[src/rtl/addr_latch_pkg.sv]
package addr_latch_pkg;
  typedef enum logic [1:0] {
    MODE_WRITE = 2'd0,
    MODE_HOLD  = 2'd1,
    MODE_DECODE = 2'd2,
    MODE_CLEAR = 2'd3
  } alatch_mode_e;
endpackage

[src/rtl/alatch_mode_dec.sv]
module alatch_mode_dec
  import addr_latch_pkg::*;
(
  input  logic         le_n,
  input  logic         mr_n,
  output alatch_mode_e mode
);
  always_comb begin
    unique case ({mr_n, le_n})
      2'b10:   mode = MODE_WRITE;
      2'b11:   mode = MODE_HOLD;
      2'b00:   mode = MODE_DECODE;
      default: mode = MODE_CLEAR;
    endcase
  end
endmodule

[src/rtl/alatch_sel_dec.sv]
module alatch_sel_dec #(
  parameter int ADDR_W = 3,
  localparam int NCELL = 1 << ADDR_W
) (
  input  logic [ADDR_W-1:0] addr,
  output logic [NCELL-1:0]  sel
);
  for (genvar i = 0; i < NCELL; i++) begin : g_sel
    assign sel[i] = (addr == ADDR_W'(i));
  end
endmodule

[src/rtl/alatch_cell_bank.sv]
module alatch_cell_bank
  import addr_latch_pkg::*;
#(
  parameter int NCELL = 8
) (
  input  logic             clk,
  input  logic             rst_n,
  input  alatch_mode_e     mode,
  input  logic [NCELL-1:0] sel,
  input  logic             d,
  output logic [NCELL-1:0] q
);
  for (genvar i = 0; i < NCELL; i++) begin : g_cell
    logic nxt;
    always_comb begin
      unique case (mode)
        MODE_WRITE:  nxt = sel[i] ? d : q[i];
        MODE_HOLD:   nxt = q[i];
        MODE_DECODE: nxt = sel[i] & d;
        default:     nxt = 1'b0;
      endcase
    end
    always_ff @(posedge clk or negedge rst_n) begin
      if (!rst_n) q[i] <= 1'b0;
      else        q[i] <= nxt;
    end
  end
endmodule

[src/rtl/addr_latch8.sv]
module addr_latch8
  import addr_latch_pkg::*;
#(
  parameter int ADDR_W = 3,
  localparam int NCELL = 1 << ADDR_W
) (
  input  logic              clk,
  input  logic              rst_n,
  input  logic [ADDR_W-1:0] addr,
  input  logic              d,
  input  logic              le_n,
  input  logic              mr_n,
  output logic [NCELL-1:0]  q
);
  alatch_mode_e     mode;
  logic [NCELL-1:0] sel;

  alatch_mode_dec u_mode (.le_n(le_n), .mr_n(mr_n), .mode(mode));
  alatch_sel_dec #(.ADDR_W(ADDR_W)) u_sel (.addr(addr), .sel(sel));
  alatch_cell_bank #(.NCELL(NCELL)) u_bank (
    .clk(clk), .rst_n(rst_n), .mode(mode), .sel(sel), .d(d), .q(q)
  );

  // one clock of history since reset release
  logic hist_ok;
  always_ff @(posedge clk or negedge rst_n) begin
    if (!rst_n) hist_ok <= 1'b0;
    else        hist_ok <= 1'b1;
  end

  wire wr_now  = !le_n && mr_n;
  wire hold_now = le_n && mr_n;
  wire dec_now = !le_n && !mr_n;
  wire clr_now = le_n && !mr_n;

  p_reset_zero_r1: assert property (@(posedge clk) !rst_n |-> q == '0);
  p_write_bit_r2_r8: assert property (@(posedge clk) disable iff (!rst_n)
    wr_now |=> q[$past(addr)] == $past(d));
  p_write_keep_r3: assert property (@(posedge clk) disable iff (!rst_n)
    wr_now |=> (q & ~$past(sel)) == ($past(q) & ~$past(sel)));
  p_hold_stable_r4: assert property (@(posedge clk) disable iff (!rst_n)
    hold_now |=> $stable(q));
  p_decode_others_low_r5: assert property (@(posedge clk) disable iff (!rst_n)
    dec_now |=> ((q & ~$past(sel)) == '0) && (q[$past(addr)] == $past(d)));
  p_decode_onehot_r6: assert property (@(posedge clk) disable iff (!rst_n)
    (dec_now && d) |=> $countones(q) == 1);
  p_clear_zero_r7: assert property (@(posedge clk) disable iff (!rst_n)
    clr_now |=> q == '0);
  p_addr_step_r10: assert property (@(posedge clk) disable iff (!rst_n)
    (hist_ok && wr_now && $past(wr_now)) |-> $countones(addr ^ $past(addr)) <= 1);
endmodule

[config.mk]
export PLATFORM = sky130hd
export DESIGN_NAME = addr_latch8
export DESIGN_NICKNAME = d
export VERILOG_FILES = /design/src/rtl/addr_latch_pkg.sv /design/src/rtl/alatch_mode_dec.sv /design/src/rtl/alatch_sel_dec.sv /design/src/rtl/alatch_cell_bank.sv /design/src/rtl/addr_latch8.sv
export SDC_FILE = /design/constraint.sdc
export NUM_CORES = 1
export LEC_CHECK = 0
export ABC_AREA = 0
export CORE_AREA = 8 8 45 47
export CTS_BUF_LIST = sky130_fd_sc_hd__clkbuf_16
export DETAILED_ROUTE_END_ITERATION = 6
export DIE_AREA = 0 0 53 55
export PLACE_DENSITY = 0.62
export SLEW_MARGIN = 25
export SYNTH_ARGS = -nofsm -noshare
export SYNTH_HDL_FRONTEND = slang
export SYNTH_SLANG_ARGS = --single-unit
[constraint.sdc]
create_clock -name clk -period 0.8 [get_ports clk]
set_input_delay 0.08 -clock clk [delete_from_list [all_inputs] [get_ports clk]]
set_output_delay 0.08 -clock clk [all_outputs]
set_load 0.01 [all_outputs]
# Yosys cells after proc, flatten, opt, wreduce, memory -nomap -nowiden
# Index checks and enable logic that the tools add are counted.
# Widths: inputs -> output; s select.
# word_totals
ff_bits	8
in_bits	8
wordCells	64
# op_classes
n_eq_ne	19
n_mux	17
n_bitwise	9
reduce_logical	11
# op_table
op	count
$pmux 1 s3	8
$ne 2x1->1 const B	8
$reduce_and 2->1	8
$eq 3x3->1 const B	4
$and 1x1->1	8
$mux 1	8
$eq 2x2->1 const B	3
$eq 3x2->1 const B	2
$pmux 2 s3	1
$logic_not 2->1	2
$eq 3x1->1 const B	1
$logic_not 3->1	1
$eq 2x1->1 const B	1
$not 1->1	1

# Longest topological paths before layout
# depth
depth_word	5
mapped_depth	3
ltp_nobuf	2

# Cells and area by module
# From an unflattened synthesis, not the netlist that was laid out.
# hier_totals
cells_unflattened	42
hier_area_um2	493.0
# by_module_without_submodules
mod	instances	cells_per_inst	area_each_um2	seq_area_each_um2
alatch_cell_bank	1	32	420.4	200.2
alatch_sel_dec	1	8	65.1	0.0
alatch_mode_dec	1	2	7.5	0.0

# Least setup slack after synthesis
# Ideal clock, no wire load.
# synth_timing
kind	input -> register
start	input le_n
end	register u_bank.q[1]
arrival_time_ps	619
t_required_ps	721
path_slack_ps	101
path_stages	2
path_cell_list	nor4b_1 > mux2i_1
# synth_via
elab_chain_cells	5
# synth_lines
element	line	source
start, declared	addr_latch8.sv:11	input logic le_n,
$eq 2x2->1 / $logic_not 2->1 (equally long branches)	alatch_mode_dec.sv:9	unique case ({mr_n, le_n})
$pmux 2 s3 (*)	alatch_mode_dec.sv:9	
$logic_not 2->1 / $eq 2x1->1 (equally long branches)	alatch_cell_bank.sv:16	unique case (mode)
$ne 2x1->1 (no source line) / $not 1->1 (equally long branches)	-	
$reduce_and 2->1 (no source line)	-	
end signal, assigned by index	alatch_cell_bank.sv:25	else q[i] <= nxt;
end, declared	alatch_cell_bank.sv:11	output logic [NCELL-1:0] q
# Every way passes the cells marked *; elsewhere a longest branch is shown, timed or not.
# A chain may end at the register's enable or synchronous reset.

# Worst setup path after layout
# layout_timing
start	register u_bank.q[4]
end	output q[4]
# layout_rtl
element	line	source
end, declared	addr_latch8.sv:13	output logic [NCELL-1:0] q
# No word-level cell between the ends.

==> impl_metrics.json <==
{
  "status": "finished with violations",
  "violations": "negative setup slack",
  "cp-start-kind": "register",
  "path_delay_family": "flip-flops",
  "fin_ws_ns": -0.03050,
  "max_freq_ghz": 1.204,
  "cp-end-kind": "output pin",
  "drive_gt1_share_pct": 41.82,
  "first_pass_iters": 4,
  "synthTopCellsByArea": "dfrtp_1, mux2i_1, and4bb_1",
  "grt_setup_unrepaired": "true",
  "worstPathRequired_ns": 0.72,
  "fin_area_um2": 666.9,
  "grt_max_degree": 9,
  "place.gp.congestion": 0.6872,
  "top_register": "u_bank.q",
  "pre_cts_ws_ns": -0.5934,
  "largest_reg_flops": 8,
  "drt_wl_total_um": 975,
  "slowest_stage": "dfrtp_1",
  "synth_warnings": 0,
  "synth_edf_count": 0,
  "post_cts_buffers": 0,
  "finalCritPeriodShare_pct": 103.8,
  "drt-wirelength-per-cell_um": 13.73,
  "grt_antenna_before_repair": 0,
  "rows": 14,
  "synthTopCellsByCount": "dfrtp_1, mux2i_1, nand2_1",
  "hold_path.class": "input pin to asynchronous set/reset pin",
  "ioPinCount": 16,
  "path_max_fanout": 2,
  "cts_root_buffer": "clkbuf_16",
  "fp.dieW_um": 53,
  "cts.sinks": 8,
  "clk_transition_reported_paths_ns": 0.04,
  "syn_nets": 42,
  "netlist.area_leader.share_pct": 50.47,
  "fin_nets": 65,
  "worst_pin_slew_ns": 0.3688,
  "report.final.setup_viol": 8,
  "maxCapViolations": 0,
  "grt_pass1_vias": 355,
  "slew_violations": 0,
  "total_power_mw": 1.400,
  "yosysUniqueCellTypes": 9,
  "htree_levels": 1,
  "syn_area_per_cell_um2": 11.67,
  "antenna_cells": 0,
  "slowest_delay_ns": 0.38,
  "ys.flop_type": "dfrtp_1",
  "io_buffers": 15,
  "insertion_delay_ns": 0.23,
  "worst-path-buf-inv": 1,
  "slew_headroom_pct": 75.34,
  "irDropWorstVdd_v": 0.001255,
  "drtIter0Drc": 1,
  "core_um2": 1384,
  "crit_arrival_ns": 0.75,
  "path_class": "register to output pin",
  "synth_top_area_cell": "dfrtp_1",
  "place_area_um2": 593.1,
  "cts_made_buffers": 3,
  "layout_min_cycle_time_ns": 0.8305,
  "cts.path.max_buffers": 2,
  "vias": 339,
  "p_per_area_nw_per_um2": 2100,
  "leakage_nw": 0.3143,
  "critical_path.cell_chain": "buf_2",
  "viasPerCell": 4.775,
  "grt_pass1_wl_mm": 1.614,
  "die_height_um": 55,
  "start_util_pct": 28.66,
  "tritoncts": "done",
  "grt_usage_pct": 7.202,
  "ys_ff_latch": 8,
  "final_antenna_net_count": 0,
  "async_reset_ff_share_pct": 100.0,
  "top_regs": "u_bank.q x8",
  "drc_errors": 0,
  "netlist_instances": 34,
  "syn_area_um2": 396.6,
  "skew_ns": 0,
  "finalHoldViolCount": 0,
  "die-area_um2": 2915,
  "area_growth_pct": 68.14,
  "seq_area_frac_synth_pct": 50.47,
  "overflow": 0
}
[metal layers]
layer  wire (um)  share of wire (%)  vias up  track usage (%)
met5           0                  0        -                0
met4           0                  0        0            2.586
met3          69                7.1        0            2.674
met2         486                 50        8            12.11
met1         419                 43      162            8.192
li1            -                  -      169                -
[through the flow]
stage          TNS, ns  util [%]  hold WS [ns]  std cells
2_1_floorplan        0         -       -0.2156         34
3_3_place_gp    -5.101     42.86        0.3855         68
3_5_place_dp    -5.097     42.86        0.3874         68
4_1_cts        -0.1644     45.75        0.1484         71
5_1_grt        -0.3455     48.19        0.1626         71
6_report       -0.1016     48.19        0.1374         71
[final cells by class]
class,count,area [um2]
tap,16,20.02
sequential,8,200.2
multi-input combinational,24,222.7
clock buffer,3,75.07
inverter,1,3.754
timing repair buffer,19,145.1
fill,143,716.9
[worst paths after layout]
path	start	to	slack, ns	cells past startpoint
min	rst_n	u_bank.q[2]	0.14	1
min in group clk	addr[2]	u_bank.q[7]	0.25	3
min reg2reg	u_bank.q[5]	u_bank.q[5]	0.53	2
max reg2reg	u_bank.q[1]	u_bank.q[1]	0.15	2
max	u_bank.q[4]	q[4]	-0.03	1
max in group asynchronous	rst_n	u_bank.q[0]	0.40	1
[report_power, final]
part / switching (mW) / internal, mW / total (mW)
registers: 0.00750 / 0.421 / 0.429
logic: 0.0728 / 0.0756 / 0.148
clock network: 0.180 / 0.643 / 0.823
total: 0.261 / 1.14 / 1.40
[cell usage in the layout, fill, tap and decap left out]
| cell | netlist | layout |
|---|---|---|
| clkbuf_16 | 0 | 3 |
| nand2_1 | 8 | 8 |
| buf_2 | 0 | 8 |
| mux2i_1 | 8 | 8 |
| and4bb_1 | 3 | 3 |
| nor4b_4 | 0 | 1 |
| buf_4 | 0 | 4 |
| dfrtp_1 | 8 | 8 |
| buf_6 | 0 | 2 |
| clkdlybuf4s15_2 | 0 | 2 |
| nor4b_2 | 0 | 2 |
| clkdlybuf4s50_1 | 0 | 3 |
| nand4b_1 | 1 | 1 |
| nor4_2 | 0 | 1 |
| inv_1 | 1 | 1 |
[cells by family after synthesis]
group,count (synthesis),synth area share [%]
AND/OR/NAND/NOR,16,27.45
buffers and inverters,2,1.891
flip-flops,8,50.47
multiplexers,8,20.19
[what timing repair did]
| action | 4_1_cts | 5_1_grt |
|---|---|---|
| endpoints found under the hold margin | 0 | 0 |
| setup endpoints to repair | 16 | 14 |
| hold buffers | 0 | 0 |
| gates resized for setup | 46 | 8 |
| pin swaps | 1 | 1 |
No activity file was read; power rests on OpenSTA's default activity.
